File: src/rtl/freqsel_pkg.sv
`timescale 1ns/1ps
package freqsel_pkg;
  localparam int unsigned NGRP = 7;
  localparam int unsigned SEL_W = 3;

  localparam int unsigned G_CPU  = 0;
  localparam int unsigned G_HALF = 1;
  localparam int unsigned G_GFX  = 2;
  localparam int unsigned G_PBUS = 3;
  localparam int unsigned G_USB  = 4;
  localparam int unsigned G_REF  = 5;
  localparam int unsigned G_IRQ  = 6;

  localparam logic [SEL_W-1:0] SEL_TEST = 3'b010;

  localparam logic [2:0] FC_HIZ  = 3'd0;
  localparam logic [2:0] FC_100  = 3'd1;
  localparam logic [2:0] FC_133  = 3'd2;
  localparam logic [2:0] FC_TEST = 3'd3;
  localparam logic [2:0] FC_RSV  = 3'd7;

  typedef struct packed {
    logic [2:0]      freq;
    logic [NGRP-1:0] en;
    logic [NGRP-1:0] hiz;
  } mode_t;

  function automatic mode_t decode_sel(input logic [SEL_W-1:0] s);
    mode_t m;
    m.freq = FC_HIZ;
    m.en   = '0;
    m.hiz  = '0;
    case (s)
      3'b000: m.hiz = '1;
      3'b001: begin m.freq = FC_100;  m.en = '1; end
      3'b010: begin m.freq = FC_TEST; m.en = '1; end
      3'b011: m.freq = FC_RSV;
      default: begin
        m.freq     = s[1] ? FC_133 : FC_100;
        m.en       = '1;
        m.en[G_USB] = s[0];
      end
    endcase
    return m;
  endfunction
endpackage

File: src/rtl/freqsel_capture.sv
`timescale 1ns/1ps
module freqsel_capture
  import freqsel_pkg::*;
(
  input  logic             clk_i,
  input  logic             rst_i,
  input  logic [SEL_W-1:0] sel_i,
  input  logic             wrap_i,
  output logic [SEL_W-1:0] act_q_o,
  output logic [SEL_W-1:0] act_nx_o
);
  logic [SEL_W-1:0] sel_s;
  logic [SEL_W-1:0] act_q;

  assign act_nx_o = wrap_i ? sel_s : act_q;
  assign act_q_o  = act_q;

  always_ff @(posedge clk_i) begin
    if (rst_i) begin
      sel_s <= '0;
      act_q <= '0;
    end else begin
      sel_s <= sel_i;
      act_q <= act_nx_o;
    end
  end


  act_hold_chk: assert property (@(posedge clk_i) disable iff (rst_i)
    (act_q != $past(act_q)) |-> $past(wrap_i));
endmodule

File: src/rtl/freqsel_decode.sv
`timescale 1ns/1ps
module freqsel_decode
  import freqsel_pkg::*;
(
  input  logic             clk_i,
  input  logic             rst_i,
  input  logic [SEL_W-1:0] act_nx_i,
  output logic [2:0]       freq_o,
  output logic [NGRP-1:0]  en_o,
  output logic [NGRP-1:0]  hiz_o
);
  mode_t nx;
  mode_t rst_mode;

  assign nx       = decode_sel(act_nx_i);
  assign rst_mode = decode_sel('0);

  always_ff @(posedge clk_i) begin
    if (rst_i) begin
      freq_o <= rst_mode.freq;
      en_o   <= rst_mode.en;
      hiz_o  <= rst_mode.hiz;
    end else begin
      freq_o <= nx.freq;
      en_o   <= nx.en;
      hiz_o  <= nx.hiz;
    end
  end


  en_hiz_excl_chk: assert property (@(posedge clk_i) disable iff (rst_i)
    (en_o & hiz_o) == '0);
endmodule

File: src/rtl/freqsel_divider.sv
`timescale 1ns/1ps
module freqsel_divider
  import freqsel_pkg::*;
#(
  parameter int unsigned DIV_LOG2 [NGRP] = '{1, 2, 2, 3, 1, 0, 4}
)(
  input  logic            clk_i,
  input  logic            rst_i,
  input  logic            test_nx_i,
  input  logic            test_q_i,
  output logic            wrap_o,
  output logic [NGRP-1:0] clk_o
);
  function automatic int unsigned max_log2();
    int unsigned m = 1;
    for (int i = 0; i < NGRP; i++)
      if (DIV_LOG2[i] > m) m = DIV_LOG2[i];
    return m;
  endfunction

  localparam int unsigned CNT_W = max_log2();

  logic [CNT_W-1:0] cnt_q;
  logic [CNT_W-1:0] cnt_nx;

  assign cnt_nx = cnt_q + 1'b1;
  assign wrap_o = &cnt_q;

  always_ff @(posedge clk_i) begin
    if (rst_i) cnt_q <= '0;
    else       cnt_q <= cnt_nx;
  end

  for (genvar g = 0; g < NGRP; g++) begin : g_grp
    if (DIV_LOG2[g] == 0) begin : g_pass
      logic gate_q;
      always_ff @(negedge clk_i) begin
        if (rst_i) gate_q <= 1'b0;
        else       gate_q <= test_q_i;
      end
      assign clk_o[g] = clk_i & gate_q;
    end else begin : g_div
      logic div_q;
      always_ff @(posedge clk_i) begin
        if (rst_i) div_q <= 1'b0;
        else       div_q <= test_nx_i & ~cnt_nx[DIV_LOG2[g]-1];
      end
      assign clk_o[g] = div_q;


      edge_align_chk: assert property (@(posedge clk_i) disable iff (rst_i)
        (test_q_i && cnt_q == '0) |-> div_q);

      quiet_chk: assert property (@(posedge clk_i) disable iff (rst_i)
        !test_q_i |-> !div_q);
    end
  end
endmodule

File: src/rtl/freqsel_testdiv.sv
`timescale 1ns/1ps
module freqsel_testdiv
  import freqsel_pkg::*;
#(
  parameter int unsigned DIV_LOG2 [NGRP] = '{1, 2, 2, 3, 1, 0, 4}
)(
  input  logic            clk_i,
  input  logic            rst_i,
  input  logic [2:0]      sel_i,
  output logic [2:0]      freq_o,
  output logic [6:0]      grp_clk_o,
  output logic [6:0]      grp_en_o,
  output logic [6:0]      grp_hiz_o
);
  logic [SEL_W-1:0] act_q;
  logic [SEL_W-1:0] act_nx;
  logic             wrap;
  logic             test_q;
  logic             test_nx;

  assign test_q  = (act_q  == SEL_TEST);
  assign test_nx = (act_nx == SEL_TEST);

  freqsel_capture u_capture (
    .clk_i    (clk_i),
    .rst_i    (rst_i),
    .sel_i    (sel_i),
    .wrap_i   (wrap),
    .act_q_o  (act_q),
    .act_nx_o (act_nx)
  );

  freqsel_decode u_decode (
    .clk_i    (clk_i),
    .rst_i    (rst_i),
    .act_nx_i (act_nx),
    .freq_o   (freq_o),
    .en_o     (grp_en_o),
    .hiz_o    (grp_hiz_o)
  );

  freqsel_divider #(.DIV_LOG2(DIV_LOG2)) u_divider (
    .clk_i     (clk_i),
    .rst_i     (rst_i),
    .test_nx_i (test_nx),
    .test_q_i  (test_q),
    .wrap_o    (wrap),
    .clk_o     (grp_clk_o)
  );
endmodule

File: config.mk
export PLATFORM = sky130hd
export DESIGN_NAME = freqsel_testdiv
export DESIGN_NICKNAME = d
export VERILOG_FILES = /design/src/rtl/freqsel_pkg.sv /design/src/rtl/freqsel_capture.sv /design/src/rtl/freqsel_decode.sv /design/src/rtl/freqsel_divider.sv /design/src/rtl/freqsel_testdiv.sv
export SDC_FILE = /design/constraint.sdc
export NUM_CORES = 1
export LEC_CHECK = 0
export BUFFER_PORTS_ARGS = -buffer_cell sky130_fd_sc_hd__buf_2
export CAP_MARGIN = 25
export CORE_ASPECT_RATIO = 0.75
export CORE_MARGIN = 2
export CORE_UTILIZATION = 30
export DETAILED_ROUTE_END_ITERATION = 16
export GPL_TIMING_DRIVEN = 0
export PLACE_DENSITY = 0.54
export SLEW_MARGIN = 15
export SYNTH_ARGS = -nofsm -noshare
export SYNTH_HDL_FRONTEND = slang
export SYNTH_SLANG_ARGS = --single-unit
File: constraint.sdc
create_clock -name clk_i -period 2.4 [get_ports clk_i]
set_input_delay 0.48 -clock clk_i [delete_from_list [all_inputs] [get_ports clk_i]]
set_output_delay 0.48 -clock clk_i [all_outputs]
set_load 0.02 [all_outputs]
# Word level (Yosys, flattened, before mapping)
# Cells that the tools add are included.
# W data, S select, Z words.
[word_totals] reg_bits=32 latchBits=0 ramBits=0 rom_bits=0 in_bits=5 output_inout_bits=24 elab_cells=34 n_memories=0
[op_classes] addsub=1 multipliers=0 n_div=0 order_cmp=0 eq_ne=4 shift=0 muxes=5 bitwise_logic=9 reduce_logical=4
[op_table] operator="$pmux W7 S2" count=1
[op_table] operator="$pmux W3 S4" count=1
[op_table] operator="$eq A3 B2 Y1 const B" count=3
[op_table] operator="$mux W7" count=1
[op_table] operator="$and A1 B1 Y1" count=5
[op_table] operator="$add A4 B1 Y4 const B" count=1
[op_table] operator="$not A1 Y1" count=4
[op_table] operator="$reduce_and A4 Y1" count=1
[op_table] operator="$reduce_or A2 Y1" count=2
[op_table] operator="$eq A3 B1 Y1 const B" count=1
[op_table] operator="$logic_not A3 Y1" count=1
[op_table] operator="$mux W3" count=1
[op_table] operator="$mux W2" count=1

# Logic depth before layout (Yosys ltp)
[logic_depth] word_depth=5 mapped_depth=5

# By module
# A second synthesis with hierarchy kept.
[unflattened] cells_unflattened=82 hier_area_um2=887.1
[modules_own_cells] module="freqsel_divider" n_inst=1 cells_each=37 area_each_um2=380.4 seq_area_each_um2=180.2
[modules_own_cells] module="freqsel_decode" n_inst=1 cells_each=28 area_each_um2=275.3 seq_area_each_um2=120.1
[modules_own_cells] module="freqsel_capture" n_inst=1 cells_each=15 area_each_um2=206.4 seq_area_each_um2=120.1
[modules_own_cells] module="freqsel_testdiv" n_inst=1 cells_each=2 area_each_um2=25.0 seq_area_each_um2=0.0

==> results.toml <==
[run_status]
outcome = "finished, violations left"
violations = "setup timing"

[route]
routed_wl_um = 1560
ant_nets = 0
wl_per_cell_um = 9.21
remaining_drc_errors = 0
first_iter_violations = 13
first_pass_iters = 4
route.vias.total = 707
vias_per_cell = 4.18

[timing]
slew-limit-headroom_pct = 76.6
setup_viol = 2
rsz0062_at_grt = "yes"
fin_ws_ns = -0.240
hold_viol = 0
whs_ns = 0.330
tightest_slew_ns = 0.341
maxSlewViolCount = 0
clock_skew_ns = 0.0768

[clock_tree]
clkTransAtPathRegs_ns = 0.07
cts_hold_buf = 0
cts_tree = "done"
cts_setup_buffers = 0
post_cts_resized = 3
clk_latency_ns = 0.43

[global_route]
first_global_vias = 622
grt_overflow = 0
grt_pass1_wl_um = 2620
grt_max_degree = 12
grtUsageTotal_pct = 11.1
antenna_found_initial = 0

[yosys]
synth_compound_area_share_pct = 5.96
synth_top_family_by_area = "simple AND/OR/NAND/NOR gates"
yosysWarnings = 0
synth_cell_types = 24
ys_ff_latch = 20
yosysSeqAreaShare_pct = 44.3
synthAdderAreaFrac_pct = 1.39
synth-xor-area-share_pct = 5.82
synth-simple-area-share_pct = 23.1
syn_nets = 102
syn_avg_cell_area_um2 = 9.41
synth_mux_area_share_pct = 1.11
synth_area_um2 = 903
syn_inst = 96

[cells_and_area]
final_common_cell = "buf_2"
antennaDiodeCount = 0
final_cell_mix = "buf_2 (28), dfxtp_1 (20), buf_4 (18), nor2b_1 (9), nand2_1 (8)"
fin_nets = 138
drive_gt1_share_pct = 45.0
fin_util_pct = 40.7
layout-area-overhead-vs-synth_pct = 31.3

[power_and_ir_drop]
leakage_nw = 0.564
ir_drop_mv = 0.257
power.density_nw_per_um2 = 609

[die]
io_pins = 29
core_area_um2 = 2910
fp.dieW_um = 67.4
die-area_um2 = 3470
rows = 17
start_util_pct = 31.0
fp.dieH_um = 51.5

[worst_setup_path]
cp-start-kind = "flop"
required_ns = 1.92
startpoint = "u_divider.g_grp[5].g_pass.gate_q"
crit_arrival_ns = 2.16
crit_fanout = 1
r2r-start = "u_capture.act_q_o[1]"
crit_path_end_kind = "primary output"
worstSetupPathType = "reg2out"
r2r_cells = 1

[placed_design]
place_hpwl_um = 1190
gp_congestion = 0.832
port_buffers = 28

[flow_run]
cap_violations = 0

[worst_hold_path]
worstHoldStart = "sel_i[0]"
min_path_type = "in2reg"
worstHoldPathCells = 2
[cells in the mapped netlist, drive strengths merged]
| cell type | n | share of area [%] |
|---|---|---|
| and2 | 1 | 0.69 |
| mux2i | 1 | 1.1 |
| inv | 1 | 0.42 |
| a21oi | 4 | 2.2 |
| o22ai | 3 | 2.1 |
| nor2 | 6 | 2.5 |
| nand2 | 8 | 3.3 |
| nand3 | 4 | 2.2 |
| nand2b | 2 | 1.4 |
| nor4b | 2 | 3.6 |
| and3 | 1 | 1.2 |
| nor2b | 9 | 6.2 |
| nor3 | 2 | 1.1 |
| ha | 1 | 1.4 |
| xnor2 | 3 | 2.9 |
| nand3b | 1 | 0.83 |
| a21o | 2 | 1.7 |
| clkbuf | 2 | 1.1 |
| buf | 20 | 17 |
| xor2 | 3 | 2.9 |
| dfxtp | 20 | 44 |
[per-stage QoR]
step	TNS, ns	cell area [µm²]	total power [mW]	std cells	setup WS [ns]
after floorplan	0	903	0.379	96	0.225
after global placement	0	1090	0.388	162	0.170
after detailed placement	0	1090	0.388	162	0.162
after CTS	-0.253	1190	0.736	169	-0.253
after global routing	-0.279	1190	0.767	169	-0.279
final	-0.240	1190	0.722	169	-0.240
[power breakdown]
part / total [mW] / internal, mW / switching [mW]
clock: 0.347 / 0.226 / 0.121
combinational: 0.0297 / 0.0154 / 0.0143
sequential: 0.346 / 0.339 / 0.00662
total: 0.722 / 0.580 / 0.142
[routing by layer]
metal	GRT usage, %	vias up	part of all wire (%)
met1	12.1	317	46
met3	7.36	5	7.2
met5	0	-	0
li1	-	363	-
met2	15.0	22	44
met4	8.50	0	2.4
[layout make-up]
cell class	count	area, µm²
Clock buffer	8	97.6
Timing Repair Buffer	27	135
Clock inverter	1	3.75
Fill cell	294	1730
Multi-Input combinational cell	53	340
Sequential cell	20	400
Buffer	22	161
Tap cell	38	47.5
[worst max-delay path: stages (launching register included)]
cell     delay, ns
dfxtp_1       0.28
and2_4        0.12
buf_6         0.12
[kinds of logic after synthesis]
family,count (synthesis)
adders and majority gates,1
buffers and inverters,23
xor gates and xnor gates,6
DFF,20
AOI/OAI and AO/OA,9
muxes,1
and+or+nand+nor,36
[state kept, by name (all words and copies together), names as in the netlist]
signal and count:
u_divider.g_grp.g_div.div_q 4, u_capture.sel_s 3, u_divider.cnt_q 4, u_decode.en_o 2
u_decode.freq_o 2, u_divider.g_grp.g_pass.gate_q 1, u_capture.act_q_o 3, u_decode.hiz_o 1
[worst paths after layout]
kind	slack [ns]	to
max reg2reg	0.46	u_divider.g_grp[5].g_pass.gate_q
max	-0.24	grp_clk_o[5]
min reg2reg	0.44	u_divider.cnt_q[0]
min	0.33	u_capture.sel_s[0]
Power figures use the tool's default switching activity.
